$ cat src/rtl/abdiv_pkg.sv
package abdiv_pkg;

    typedef enum logic [1:0] {
        ST_HALT    = 2'd0,
        ST_SWALLOW = 2'd1,
        ST_MAIN    = 2'd2
    } div_state_t;

endpackage

$ cat src/rtl/abdiv_legality.sv
module abdiv_legality #(
    parameter int A_W = 2,
    parameter int B_W = 6
) (
    input  logic [A_W-1:0] word_a,
    input  logic [B_W-1:0] word_b,
    output logic           pair_ok
);
    // Smallest B, the two tight B classes and their A ceilings
    localparam int B_FLOOR  = 4;
    localparam int B_MID_LO = 5;
    localparam int B_MID_HI = 6;
    localparam int A_CAP_FLOOR = 1;
    localparam int A_CAP_MID   = 2;

    always_comb begin
        if (word_b < B_W'(B_FLOOR)) begin
            pair_ok = 1'b0;
        end else if (word_b == B_W'(B_FLOOR)) begin
            pair_ok = (word_a <= A_W'(A_CAP_FLOOR));
        end else if ((word_b >= B_W'(B_MID_LO)) && (word_b <= B_W'(B_MID_HI))) begin
            pair_ok = (word_a <= A_W'(A_CAP_MID));
        end else begin
            pair_ok = 1'b1;   // wide B accepts every A
        end
    end

endmodule

$ cat src/rtl/abdiv_prescaler.sv
module abdiv_prescaler #(
    parameter int PS_LO = 4
) (
    input  logic clk,
    input  logic rst,
    input  logic restart,
    input  logic run,
    input  logic mod_hi,
    output logic step_done
);
    localparam int PS_HI = PS_LO + 1;
    localparam int CNT_W = $clog2(PS_HI + 1);

    logic [CNT_W-1:0] cnt_q;

    always_comb begin
        if (mod_hi) step_done = run && (cnt_q == CNT_W'(PS_HI - 1));
        else        step_done = run && (cnt_q == CNT_W'(PS_LO - 1));
    end

    always_ff @(posedge clk) begin
        if (restart)        cnt_q <= '0;
        else if (step_done) cnt_q <= '0;
        else if (run)       cnt_q <= cnt_q + CNT_W'(1);
    end

    // count never leaves the active modulus
    assert_pre_in_range_R1: assert property (@(posedge clk) disable iff (rst)
        (cnt_q <= CNT_W'(PS_HI - 1)));
    assert_pre_low_mod_R1: assert property (@(posedge clk) disable iff (rst)
        (run && !mod_hi) |-> (cnt_q <= CNT_W'(PS_LO - 1)));

endmodule

$ cat src/rtl/abdiv_ctrl.sv
module abdiv_ctrl
    import abdiv_pkg::*;
#(
    parameter int A_W = 2,
    parameter int B_W = 6
) (
    input  logic           clk,
    input  logic           rst,
    input  logic [A_W-1:0] word_a,
    input  logic [B_W-1:0] word_b,
    input  logic           pair_ok,
    input  logic           step_done,
    output logic           restart,
    output logic           mod_hi,
    output logic           run,
    output logic           period_end,
    output logic           halted
);
    div_state_t     state_q, state_d;
    logic [A_W-1:0] a_left_q, a_left_d;
    logic [B_W-1:0] b_left_q, b_left_d;

    // Output process
    always_comb begin
        run        = (state_q != ST_HALT);
        mod_hi     = (state_q == ST_SWALLOW);
        halted     = (state_q == ST_HALT);
        period_end = run && step_done && (b_left_q == B_W'(1));
        restart    = rst || period_end || halted;
    end

    // Next-state process
    always_comb begin
        state_d  = state_q;
        a_left_d = a_left_q;
        b_left_d = b_left_q;
        if (restart) begin
            if (pair_ok) begin
                a_left_d = word_a;
                b_left_d = word_b;
                state_d  = (word_a != '0) ? ST_SWALLOW : ST_MAIN;
            end else begin
                state_d  = ST_HALT;
            end
        end else begin
            unique case (state_q)
                ST_SWALLOW: begin
                    if (step_done) begin
                        a_left_d = a_left_q - A_W'(1);
                        b_left_d = b_left_q - B_W'(1);
                        state_d  = (a_left_q == A_W'(1)) ? ST_MAIN : ST_SWALLOW;
                    end
                end
                ST_MAIN: begin
                    if (step_done) b_left_d = b_left_q - B_W'(1);
                end
                ST_HALT: begin
                    state_d = ST_HALT;
                end
                default: state_d = ST_HALT;
            endcase
        end
    end

    // State register process
    always_ff @(posedge clk) begin
        state_q  <= state_d;
        a_left_q <= a_left_d;
        b_left_q <= b_left_d;
    end

    // swallow count never exceeds remaining steps; B never empties mid-run
    assert_swallow_bound_R1: assert property (@(posedge clk) disable iff (rst)
        run |-> ({{B_W{1'b0}}, a_left_q} <= {{A_W{1'b0}}, b_left_q}));
    assert_b_nonzero_R1: assert property (@(posedge clk) disable iff (rst)
        run |-> (b_left_q != '0));
    // pulses never adjoin
    assert_single_pulse_R2: assert property (@(posedge clk) disable iff (rst)
        period_end |=> !period_end);
    // a running period cannot be abandoned before its end
    assert_no_truncation_R8: assert property (@(posedge clk) disable iff (rst)
        (run && !period_end) |=> run);

endmodule

$ cat src/rtl/ab_feedback_divider.sv
module ab_feedback_divider #(
    parameter int A_W   = 2,
    parameter int B_W   = 6,
    parameter int PS_LO = 4
) (
    input  logic                 clk,
    input  logic                 rst,
    input  logic [A_W+B_W-1:0]   cfg_word,
    output logic                 div_pulse,
    output logic                 cfg_illegal
);
    localparam int CFG_W = A_W + B_W;

    logic [A_W-1:0] word_a;
    logic [B_W-1:0] word_b;
    logic pair_ok, step_done, restart, mod_hi, run, period_end, halted;

    assign word_a = cfg_word[CFG_W-1:B_W];
    assign word_b = cfg_word[B_W-1:0];

    abdiv_legality #(.A_W(A_W), .B_W(B_W)) u_legal (
        .word_a (word_a),
        .word_b (word_b),
        .pair_ok(pair_ok)
    );

    abdiv_prescaler #(.PS_LO(PS_LO)) u_pre (
        .clk      (clk),
        .rst      (rst),
        .restart  (restart),
        .run      (run),
        .mod_hi   (mod_hi),
        .step_done(step_done)
    );

    abdiv_ctrl #(.A_W(A_W), .B_W(B_W)) u_ctrl (
        .clk       (clk),
        .rst       (rst),
        .word_a    (word_a),
        .word_b    (word_b),
        .pair_ok   (pair_ok),
        .step_done (step_done),
        .restart   (restart),
        .mod_hi    (mod_hi),
        .run       (run),
        .period_end(period_end),
        .halted    (halted)
    );

    always_comb begin
        div_pulse   = period_end;
        cfg_illegal = halted;
    end

    // halted block stays silent
    assert_quiet_when_illegal_R7: assert property (@(posedge clk) disable iff (rst)
        cfg_illegal |-> !div_pulse);

endmodule

$ cat config.mk
export PLATFORM = sky130hd
export DESIGN_NAME = ab_feedback_divider
export DESIGN_NICKNAME = d
export VERILOG_FILES = /design/src/rtl/abdiv_pkg.sv /design/src/rtl/abdiv_legality.sv /design/src/rtl/abdiv_prescaler.sv /design/src/rtl/abdiv_ctrl.sv /design/src/rtl/ab_feedback_divider.sv
export SDC_FILE = /design/constraint.sdc
export NUM_CORES = 1
export LEC_CHECK = 0
export BUFFER_PORTS_ARGS = -buffer_cell sky130_fd_sc_hd__buf_2
export CAP_MARGIN = 15
export CORE_AREA = 5 5 66 50
export DETAILED_ROUTE_END_ITERATION = 7
export DIE_AREA = 0 0 71 55
export SLEW_MARGIN = 20
export SYNTH_ARGS = -nofsm -noshare
export SYNTH_HDL_FRONTEND = slang
export SYNTH_SLANG_ARGS = --single-unit
$ cat constraint.sdc
create_clock -name clk -period 3 [get_ports clk]
set_input_delay 0.6 -clock clk [delete_from_list [all_inputs] [get_ports clk]]
set_output_delay 0.6 -clock clk [all_outputs]
set_load 0.01 [all_outputs]
; ---- Word level (Yosys, flattened, before mapping)
; Index checks and enable logic that the tools add are counted.
[classes]
n_lt_le_gt_ge = 5
n_addsub = 3
eq_ne = 10
mux = 18
reduce_logical = 18
[ops]
columns = op, n
row1 = 6-bit 2-to-1 mux, 4
row2 = 2-bit 2-to-1 mux, 9
row3 = 2-bit nonzero test, 5
row4 = 6-bit by 1-bit == test with 1-bit output (second input constant), 1
row5 = 6-bit by 3-bit == test with 1-bit output (second input constant), 1
row6 = 6-bit by 3-bit >= comparator with 1-bit output (second input constant), 1
row7 = 6-bit by 3-bit less-or-equal comparator with 1-bit output (second input constant), 1
row8 = 6-bit by 3-bit < comparator with 1-bit output (second input constant), 1
row9 = 3-bit AND reduction, 2
row10 = 6-bit by 1-bit subtractor with 6-bit output (second input constant), 1
row11 = 1-bit logical AND, 5
row12 = 2-bit by 1-bit == test with 1-bit output (second input constant), 2
row13 = 1-bit 2-to-1 mux, 4
row14 = 2-bit != test (second input constant), 2
row15 = 2-bit case mux with 2 select lines, 1
row16 = 2-bit OR reduction, 2
row17 = 3-bit by 1-bit adder with 3-bit output (second input constant), 1
row18 = 3-bit by 2-bit == test with 1-bit output (second input constant), 1
row19 = 3-bit == test (second input constant), 1
row20 = 3-bit by 2-bit != test with 1-bit output (second input constant), 1
row21 = 2-bit == test (second input constant), 1
row22 = 2-bit by 1-bit less-or-equal comparator with 1-bit output (second input constant), 1
row23 = 2-bit less-or-equal comparator (second input constant), 1
row24 = 2-bit zero test, 1
row25 = 3 further kinds, 4
[totals]
ff_bits = 13
wordCells = 58

; ---- Longest topological paths before layout
; Gate-level depths: netlist (run 1).
[depth]
depth_word = 9
mapped_depth = 7
ltp_nobuf = 6

; ---- Hierarchy
; From an unflattened synthesis (run 1), not the netlist that was laid out.
[hier_totals]
cells_unflattened = 78
hier_area_um2 = 878.3
[by_module_without_submodules]
columns = mod, cells_per_inst, instances, area_per_inst_um2
row1 = abdiv_ctrl, 60, 1, 701.9
row2 = abdiv_prescaler, 14, 1, 148.9
row3 = abdiv_legality, 4, 1, 27.5

; ---- Least setup slack after synthesis (run 1)
; No wires, ideal clock.
[synth_timing]
path_kind = register to register
startpoint = register u_ctrl.b_left_q[1]
endpoint = register u_ctrl.b_left_q[0] (data pin)
arrival_time_ns = 1.996
path_stages_with_launch = 8
path_slack_ns = 0.744
n_path_buf = 1
t_required_ns = 2.740
path_cell_list = edfxtp_1 -> inv_1 -> ha_1 -> or4b_1 -> a2111o_1 -> nand2_2 -> buf_12 -> mux2_4
[synth_between]
elab_chain_cells = 5
[synth_lines]
columns = item, line
row1 = from (decl), abdiv_ctrl.sv:21  ; logic [B_W-1:0] b_left_q, b_left_d;
row2 = from (signal assigned), abdiv_ctrl.sv:69  ; b_left_q <= b_left_d;
row3 = 6-bit by 1-bit == test with 1-bit output, abdiv_ctrl.sv:28  ; period_end = run && step_done && (b_left_q == B_W'(1));
row4 = 1-bit logical AND, abdiv_ctrl.sv:28
row5 = 1-bit logical OR (2 in a row), abdiv_ctrl.sv:29  ; restart = rst || period_end || halted;
row6 = 6-bit 2-to-1 mux, abdiv_ctrl.sv:37  ; if (restart) begin
row7 = net u_ctrl.b_left_d[0], abdiv_ctrl.sv:21
; The timed path passes the listed nets, and every way through them passes these cells.
; A chain may end at the register's enable or synchronous reset.

; ---- Final worst setup path (run 1)
[layout_timing]
startpoint = register u_ctrl.b_left_q[1]
endpoint = output div_pulse
[layout_between]
elab_chain_cells = 2
[layout_lines]
columns = item, line
row1 = 6-bit by 1-bit == test with 1-bit output, abdiv_ctrl.sv:28
row2 = 1-bit logical AND, abdiv_ctrl.sv:28
row3 = to (decl), ab_feedback_divider.sv:9  ; output logic div_pulse,
; Every way passes these cells.

==> impl_metrics.env, run 1 <==
export IMPL_status="completed"
export IMPL_start_kind="flop"
export IMPL_dp_hpwl_um=1330
export IMPL_dp_cells=126
export IMPL_drt_iter0_drc=5
export IMPL_rrSetupSlack_ps=490
export IMPL_slowest_delay_ps=520
export IMPL_clk_pin_slew_ps=60
export IMPL_io_pins=12
export IMPL_rr_endpoint="u_ctrl.b_left_q[5]"
export IMPL_hp_start="u_pre.cnt_q[0]"
export IMPL_synth_cells=80
export IMPL_vias=621
export IMPL_fillers=283
export IMPL_num_rows=16
export IMPL_leakage_nw=0.440
export IMPL_first_global_vias=621
export IMPL_rsz0062_at_grt="no"
export IMPL_yosys_top_cells_area="edfxtp_1, ha_1, dfxtp_1"
export IMPL_syn_cell_area_um2=876
export IMPL_seq_power_share=0.405
export IMPL_internal_power_w=0.000573
export IMPL_arrival_ps=2030
export IMPL_clockBufferDepth=2
export IMPL_post_route_period_util=0.876
export IMPL_irDropWorstVdd_mv=0.285
export IMPL_numPortBuffers=11
export IMPL_reg2regPathDepth=6
export IMPL_clock_fmax_mhz=381
export IMPL_cpMostUsedCell="inv_1"
export IMPL_cts_root_buf="clkbuf_8"
export IMPL_cts_tree="built"
export IMPL_crit_path_max_fanout=8
export IMPL_p_comb_frac=0.414
export IMPL_synth_top_area_cell="edfxtp_1"
export IMPL_cts_setup_buffers=0
export IMPL_min_to="u_pre.cnt_q[0]"
export IMPL_h_tree_depth=1
export IMPL_p_sw_w=0.000317
export IMPL_hold_depth=1
export IMPL_drt_wl_total_um=1700
export IMPL_yosysSeqAreaShare=0.411
export IMPL_gp_congestion=0.798
export IMPL_use_met1=0.126
export IMPL_initial_core_util=0.331
export IMPL_avgSynthCellArea_um2=10.9
export IMPL_drive_gt1_frac=0.234
export IMPL_layout_setup_ws_ps=372
export IMPL_powerDensity_nw_per_um2=890
export IMPL_routedWlPerCell_um=13.1
export IMPL_met3_usage=0.0343
export IMPL_switching_share=0.356
export IMPL_fin_crit_ps=2630
export IMPL_finalHoldViolations=0
export IMPL_grt_first_pass_wirelength_um=2890
export IMPL_path_cells="inv_1, ha_1, or4b_1, a2111o_1, inv_1, buf_2"
export IMPL_cts_num_sinks=13
export IMPL_viasPerCell=4.78
export IMPL_rr_startpoint="u_ctrl.b_left_q[1]"
export IMPL_tns_ps=0
export IMPL_pwr_share_clk=0.181
export IMPL_ant_nets=0
export IMPL_die_w_um=71
export IMPL_design_core_area_um2=2640
export IMPL_die_h_um=55
export IMPL_cp_end_kind="primary output"
export IMPL_numCtsBuffers=3
export IMPL_busiest_layer="met2"
export IMPL_fin_util=0.379
export IMPL_setup_viol_count_final=0
export IMPL_finalClockSkew_ps=1.76
export IMPL_use_met2=0.149
export IMPL_yosysTopAreaCellShare=0.343
export IMPL_grt_use_total=0.102
export IMPL_grt_max_degree=12
export IMPL_relSlewSlack=0.654
export IMPL_whs_ps=494
export IMPL_criticalPathCategory="reg2out"
export IMPL_hold_path_class="reg2reg"
export IMPL_post_cts_resized=0
export IMPL_first_pass_iters=4
export IMPL_syn_nets=97
export IMPL_die_area_um2=3910
export IMPL_crit_start="u_ctrl.b_left_q[1]"
export IMPL_place_ws_ps=509
export IMPL_synth_cell_types=32
export IMPL_gr_total_overflow=0
export IMPL_insertedDiodeCount=0
export IMPL_slew_viol_final=0
export IMPL_nNetsFinal=112
export IMPL_worst_pin_slew_ps=517
export IMPL_synthToLayoutAreaGrowth_pct=14.3
export IMPL_maxCapViolCount=0
export IMPL_ctsHoldBuffers=0
export IMPL_fin_cells=130
export IMPL_grt_antenna_before_repair=0
export IMPL_ys_warn_count=0
export IMPL_cp_slowest_cell="a2111o_1"
export IMPL_ys_seq_elements=13
export IMPL_insertion_delay_ps=250
export IMPL_post_route_drc_count=0
export IMPL_crit_required_ps=2400
==> cell usage in the layout (no fill, tap or decap), drive strengths merged <==
cell / Yosys / layout
mux2i: 3 / 3
or2: 1 / 1
nor2: 7 / 7
ha: 7 / 7
nor3: 2 / 2
nand2b: 2 / 2
a21oi: 3 / 3
inv: 9 / 9
o211ai: 1 / 1
xor2: 1 / 1
dfxtp: 3 / 3
o2bb2ai: 1 / 1
xnor2: 4 / 4
clkbuf: 0 / 4
nand4: 1 / 1
o21a: 1 / 1
edfxtp: 10 / 10
nor2b: 2 / 2
nand4bb: 2 / 2
nand2: 4 / 4
or4b: 1 / 1
buf: 1 / 11
a21bo: 1 / 1
mux2: 5 / 5
nand3: 1 / 1
o21ai: 2 / 2
and4: 1 / 1
a211oi: 1 / 1
a31oi: 1 / 1
a21o: 1 / 1
a2111o: 1 / 1
==> synth_stat cells <==
cell,n
edfxtp_1,10
inv_1,9
ha_1,7
nor2_1,7
mux2_4,4
xnor2_1,4
a21oi_1,3
dfxtp_1,3
mux2i_1,3
nand2_1,3
nand2b_1,2
nand4bb_1,2
nor2b_1,2
nor3_1,2
o21ai_0,2
a2111o_1,1
a211oi_1,1
a21bo_2,1
a21o_1,1
a31oi_1,1
and4_1,1
buf_12,1
mux2_2,1
nand2_2,1
nand3_1,1
nand4_1,1
o211ai_1,1
o21a_1,1
o2bb2ai_1,1
or2_2,1
or4b_1,1
xor2_1,1
==> state kept, by name, indices dropped and copies added, names as in the netlist <==
signal           count
u_ctrl.a_left_q      2
u_ctrl.b_left_q      6
u_ctrl.state_q       2
u_pre.cnt_q          3
==> kinds of logic (layout without fill, tap and decap cells) <==
family / Yosys count / count (layout) / synth area share
compound gates: 13 / 13 / 0.104
xor+xnor: 5 / 5 / 0.0500
fa+ha+maj: 7 / 7 / 0.100
buf+inv: 10 / 24 / 0.0614
flops: 13 / 13 / 0.411
mux: 8 / 8 / 0.116
simple gates: 24 / 24 / 0.157
==> worst max-delay path by stage <==
stage	endpoint	cells past startpoint
after floorplan	u_ctrl.b_left_q[0]	7
after global placement	u_ctrl.b_left_q[3]	6
after detailed placement	u_ctrl.b_left_q[0]	6
after CTS	div_pulse	6
after global routing	div_pulse	6
final	div_pulse	6
==> layer usage <==
metal,wire length (um),vias to the layer above
met3,74,5
met1,830,293
met4,48,0
li1,-,312
met2,746,11
met5,0,-
==> metrics by stage <==
step	total power, W	instance area, um^2
2_1_floorplan	0.000654	876
3_3_place_gp	0.000719	956
3_5_place_dp	0.000732	956
4_1_cts	0.000898	1000
5_1_grt	0.000959	1000
6_report	0.000891	1000
==> layout make-up <==
cell class	instances	area [um^2]	area share
multi-input combinational	57	462	0.461
tap	36	45.0	0.0450
sequential	13	360	0.360
inverter	9	33.8	0.0338
clock buffer	4	45.0	0.0450
timing repair buffer	11	55.1	0.0550
==> power by group through the flow <==
stage	clock, W	sequential (W)	combinational (W)
6_report	0.000161	0.000360	0.000369
5_1_grt	0.000170	0.000369	0.000420
4_1_cts	0.000165	0.000361	0.000372
3_5_place_dp	0	0.000365	0.000367
3_3_place_gp	0	0.000358	0.000361
2_1_floorplan	0	0.000344	0.000310
==> worst max-delay path: cells and delay by family, from the launching register on <==
family | cells | cell delay (ps)
fa+ha+maj | 1 | 140
buf+inv | 3 | 300
compound gates | 1 | 520
flops | 1 | 390
simple gates | 1 | 430
No activity file was read; power rests on OpenSTA's default activity.
==> inputs of run 2 (changes only) <==
--- a/config.mk
+++ b/config.mk
@@ -7,10 +7,9 @@
 export LEC_CHECK = 0
 export BUFFER_PORTS_ARGS = -buffer_cell sky130_fd_sc_hd__buf_2
 export CAP_MARGIN = 15
-export CORE_AREA = 5 5 66 50
+export CORE_AREA = 5 5 57 59
 export DETAILED_ROUTE_END_ITERATION = 7
-export DIE_AREA = 0 0 71 55
-export SLEW_MARGIN = 20
+export DIE_AREA = 0 0 62 64
 export SYNTH_ARGS = -nofsm -noshare
 export SYNTH_HDL_FRONTEND = slang
 export SYNTH_SLANG_ARGS = --single-unit
==> run 2 against run 1 <==
Fmax is 1.2% lower. Combinational power is 2% lower. Sequential share of layout area is 0.92 points higher. Worst setup slack worse by 33 ps. Clock power is 32% lower. Sequential cell count stayed put. Via count is 2.1% higher. Routed wire length is 9.4% lower. Utilization is 1.2 points lower. Hold slack worse by 26 ps. Critical path depth stayed put. Largest cell class unchanged.
==> impl_metrics.env, run 2 (synthesized netlist as in run 1, its figures left out) <==
export IMPL_num_rows=19
export IMPL_insertedDiodeCount=0
export IMPL_gr_total_overflow=0
export IMPL_irDropWorstVdd_mv=0.513
export IMPL_drive_gt1_frac=0.234
export IMPL_clockBufferDepth=2
export IMPL_fin_total_pwr_w=0.000827
export IMPL_rsz0062_at_grt="no"
export IMPL_crit_required_ps=2400
export IMPL_leakage_nw=0.433
export IMPL_fin_cells=125
export IMPL_first_global_vias=605
export IMPL_h_tree_depth=1
export IMPL_dp_hpwl_um=1210
export IMPL_start_kind="flop"
export IMPL_numPortBuffers=11
export IMPL_grt_max_degree=12
export IMPL_synthToLayoutAreaGrowth_pct=11.4
export IMPL_cp_end_kind="primary output"
export IMPL_ctsHoldBuffers=0
export IMPL_worst_pin_slew_ps=524
export IMPL_finalHoldViolations=0
export IMPL_die_h_um=64
export IMPL_cts_num_sinks=13
export IMPL_nNetsFinal=112
export IMPL_criticalPathCategory="reg2out"
export IMPL_vias=634
export IMPL_dp_cells=121
export IMPL_arrival_ps=2060
export IMPL_crit_path_max_fanout=8
export IMPL_final_area_um2=976
export IMPL_tns_ps=0
export IMPL_maxCapViolCount=0
export IMPL_first_pass_iters=4
export IMPL_numCtsBuffers=3
export IMPL_grt_antenna_before_repair=0
export IMPL_post_cts_resized=0
export IMPL_slew_viol_final=0
export IMPL_fin_crit_ps=2660
export IMPL_initial_core_util=0.329
export IMPL_path_cells="inv_1, ha_1, or4b_1, a2111o_1, inv_1, buf_2"
export IMPL_reg2regPathDepth=6
export IMPL_die_area_um2=3970
export IMPL_reg_top3="u_ctrl.b_left_q (6), u_pre.cnt_q (3)"
export IMPL_mostFrequentLayoutCell="buf_2"
export IMPL_top_register="u_ctrl.b_left_q"
export IMPL_insertion_delay_ps=270
export IMPL_rrSetupSlack_ps=510
export IMPL_post_route_period_util=0.887
export IMPL_hold_depth=1
export IMPL_finalClockSkew_ps=2.97
export IMPL_slowest_delay_ps=520
export IMPL_cpMostUsedCell="inv_1"
export IMPL_grt_first_pass_wirelength_um=2440
export IMPL_drt_wl_total_um=1540
export IMPL_status="completed"
export IMPL_grt_use_total=0.0843
export IMPL_clock_fmax_mhz=376
export IMPL_cts_setup_buffers=0
export IMPL_powerDensity_nw_per_um2=848
export IMPL_clk_pin_slew_ps=80
export IMPL_die_w_um=62
export IMPL_post_route_drc_count=0
export IMPL_cts_tree="built"
export IMPL_viasPerCell=5.07
export IMPL_cp_slowest_cell="a2111o_1"
export IMPL_setup_viol_count_final=0
export IMPL_hold_path_class="reg2reg"
export IMPL_cts_root_buf="clkbuf_4"
export IMPL_relSlewSlack=0.650
export IMPL_io_pins=12
export IMPL_fillers=291
export IMPL_placed_cell_area_um2=950
export IMPL_design_core_area_um2=2660
export IMPL_gp_congestion=0.780
export IMPL_ant_nets=0
export IMPL_final_cell_mix="buf_2, edfxtp_1, inv_1"
export IMPL_largest_reg_flops=6
export IMPL_routedWlPerCell_um=12.3
export IMPL_drt_iter0_drc=23
[run 2: path summary, 6_finish.rpt]
kind | startpoint | to
worst max register to register | u_ctrl.b_left_q[1] | u_ctrl.b_left_q[4]
worst min register to register | u_pre.cnt_q[0] | u_pre.cnt_q[0]
worst max-delay path | u_ctrl.b_left_q[1] | div_pulse
worst min-delay path | u_pre.cnt_q[0] | u_pre.cnt_q[0]
[run 2: final cells by class]
class,instances,area (um^2),area share
timing repair buffer,11,55.1,0.0564
multi-input combinational,57,462,0.473
clock buffer,4,26.3,0.0269
inverter,9,33.8,0.0346
tap,31,38.8,0.0397
sequential,13,360,0.369
[run 2: power by group]
part           internal, W  leakage (nW)  switching, W
combinational     0.000174         0.292      0.000186
clock            0.0000515        0.0150     0.0000579
sequential        0.000301         0.126     0.0000567
total             0.000526         0.433      0.000301
[run 2: per-stage QoR]
| step | util | hold slack [ps] | worst slack [ps] |
|---|---|---|---|
| after floorplan | - | 425 | 744 |
| after global placement | 0.357 | 446 | 584 |
| after detailed placement | 0.357 | 456 | 505 |
| after CTS | 0.367 | 475 | 317 |
| after global routing | 0.367 | 493 | 212 |
| final | 0.367 | 467 | 339 |
[run 2: worst max-delay path: cells and delay by family (launching register included)]
kind                     cells  cell delay, ps
AO/OA/AOI/OAI                1             520
adder cells (fa/ha/maj)      1             130
flip-flops                   1             390
buffers and inverters        3             320
AND/OR/NAND/NOR              1             430
[run 2: routing by layer]
layer | global-route usage | vias up | routed length, um
li1 | - | 315 | -
met1 | 0.113 | 304 | 757
met2 | 0.118 | 11 | 692
met3 | 0.0181 | 4 | 59
met4 | 0.0557 | 0 | 31
met5 | 0 | - | 0
==> inputs of run 3 (changes only) <==
--- a/config.mk
+++ b/config.mk
@@ -7,9 +7,9 @@
 export LEC_CHECK = 0
 export BUFFER_PORTS_ARGS = -buffer_cell sky130_fd_sc_hd__buf_2
 export CAP_MARGIN = 15
-export CORE_AREA = 5 5 57 59
+export CORE_AREA = 2 2 54 56
 export DETAILED_ROUTE_END_ITERATION = 7
-export DIE_AREA = 0 0 62 64
+export DIE_AREA = 0 0 56 58
 export SYNTH_ARGS = -nofsm -noshare
 export SYNTH_HDL_FRONTEND = slang
 export SYNTH_SLANG_ARGS = --single-unit
==> run 3 against run 2 <==
Sequential cell count did not move. Via count down 3.5%. Fmax grew 0.53%. Die area down 18%. Clock skew fell by 1.5 ps. Design area is the same. Combinational power about the same. Clock power hardly changed. Register-to-register slack about the same. Non-clock buffer count unchanged. Largest power group unchanged. Highest routed layer unchanged.
==> impl_metrics.env, run 3 (synthesized netlist as in run 1, its figures left out) <==
export IMPL_nNetsFinal=112
export IMPL_arrival_ps=2050
export IMPL_cp_end_kind="primary output"
export IMPL_largest_reg_flops=6
export IMPL_hold_depth=1
export IMPL_io_pins=12
export IMPL_mostFrequentLayoutCell="buf_2"
export IMPL_rsz0062_at_grt="no"
export IMPL_relSlewSlack=0.685
export IMPL_final_cell_mix="buf_2, edfxtp_1, inv_1"
export IMPL_routedWlPerCell_um=12.6
export IMPL_powerDensity_nw_per_um2=852
export IMPL_maxCapViolCount=0
export IMPL_drt_iter0_drc=10
export IMPL_criticalPathCategory="reg2out"
export IMPL_gr_total_overflow=0
export IMPL_clock_fmax_mhz=378
export IMPL_setup_viol_count_final=0
export IMPL_post_route_drc_count=0
export IMPL_status="completed"
export IMPL_final_area_um2=976
export IMPL_gp_congestion=0.774
export IMPL_hp_start="u_pre.cnt_q[0]"
export IMPL_start_kind="flop"
export IMPL_initial_core_util=0.329
export IMPL_die_area_um2=3250
export IMPL_rr_endpoint="u_ctrl.b_left_q[5]"
export IMPL_grt_antenna_before_repair=0
export IMPL_fin_util=0.367
export IMPL_met3_usage=0.0335
export IMPL_whs_ps=474
export IMPL_placed_cell_area_um2=950
export IMPL_reg2regPathDepth=6
export IMPL_ctsHoldBuffers=0
export IMPL_synthToLayoutAreaGrowth_pct=11.4
export IMPL_post_cts_resized=0
export IMPL_grt_max_degree=12
export IMPL_top_register="u_ctrl.b_left_q"
export IMPL_hold_path_class="reg2reg"
export IMPL_dp_hpwl_um=1250
export IMPL_cts_root_buf="clkbuf_4"
export IMPL_clockBufferDepth=2
export IMPL_numCtsBuffers=3
export IMPL_clk_pin_slew_ps=80
export IMPL_ant_nets=0
export IMPL_fin_total_pwr_w=0.000831
export IMPL_grt_first_pass_wirelength_um=2790
export IMPL_grt_use_total=0.113
export IMPL_drive_gt1_frac=0.234
export IMPL_insertion_delay_ps=270
export IMPL_cts_setup_buffers=0
export IMPL_slew_viol_final=0
export IMPL_die_h_um=58
export IMPL_h_tree_depth=1
export IMPL_cts_tree="built"
export IMPL_first_global_vias=620
export IMPL_reg_top3="u_ctrl.b_left_q (6), u_pre.cnt_q (3)"
export IMPL_finalHoldViolations=0
export IMPL_vias=612
export IMPL_numPortBuffers=11
export IMPL_irDropWorstVdd_mv=0.321
export IMPL_min_to="u_pre.cnt_q[0]"
export IMPL_design_core_area_um2=2660
export IMPL_die_w_um=56
export IMPL_use_met2=0.168
export IMPL_rrSetupSlack_ps=500
export IMPL_use_met1=0.154
export IMPL_rr_startpoint="u_ctrl.b_left_q[1]"
export IMPL_fillers=281
export IMPL_leakage_nw=0.433
export IMPL_drt_wl_total_um=1580
export IMPL_crit_required_ps=2400
export IMPL_num_rows=19
export IMPL_finalClockSkew_ps=1.51
export IMPL_fin_crit_ps=2650
export IMPL_insertedDiodeCount=0
export IMPL_first_pass_iters=4
export IMPL_cts_num_sinks=13
export IMPL_worst_pin_slew_ps=471
export IMPL_viasPerCell=4.90
export IMPL_post_route_period_util=0.882
export IMPL_tns_ps=0
export IMPL_crit_path_max_fanout=8
export IMPL_busiest_layer="met2"
[run 3: area by class of cell]
class	count	area (um^2)	area share
multi-input combinational	57	462	0.473
sequential	13	360	0.369
timing repair buffer	11	55.1	0.0564
tap	31	38.8	0.0397
inverter	9	33.8	0.0346
clock buffer	4	26.3	0.0269
[run 3: layer usage]
layer / up-vias / routed length (um)
met5: - / 0
met4: 0 / 19
met3: 2 / 72
met2: 12 / 715
met1: 283 / 768
li1: 315 / -
[run 3: worst max path at each step]
stage / from / to / slack, ps / depth (start not counted)
3_3_place_gp: u_ctrl.b_left_q[1] / u_ctrl.b_left_q[3] / 590 / 6
2_1_floorplan: u_ctrl.b_left_q[1] / u_ctrl.b_left_q[0] / 740 / 7
5_1_grt: u_ctrl.b_left_q[1] / div_pulse / 240 / 6
6_report: u_ctrl.b_left_q[1] / div_pulse / 350 / 6
3_5_place_dp: u_ctrl.b_left_q[1] / u_ctrl.b_left_q[3] / 520 / 6
4_1_cts: u_ctrl.b_left_q[1] / div_pulse / 350 / 6
[run 3: report_power, final]
part / internal [W] / switching (W)
combinational: 0.000177 / 0.000186
sequential: 0.000301 / 0.0000567
clock: 0.0000515 / 0.0000597
total: 0.000529 / 0.000303
[run 3: worst max-delay path: stages (launching register included)]
cell and delay [ps]:
edfxtp_1 400, inv_1 90, ha_1 130, or4b_1 430
a2111o_1 520, inv_1 80, buf_2 120
[run 3: through the flow]
stage	instances	worst slack, ps
floorplan	80	744
global placement	121	585
detailed placement	121	516
CTS	125	345
global route	125	236
finish	125	354
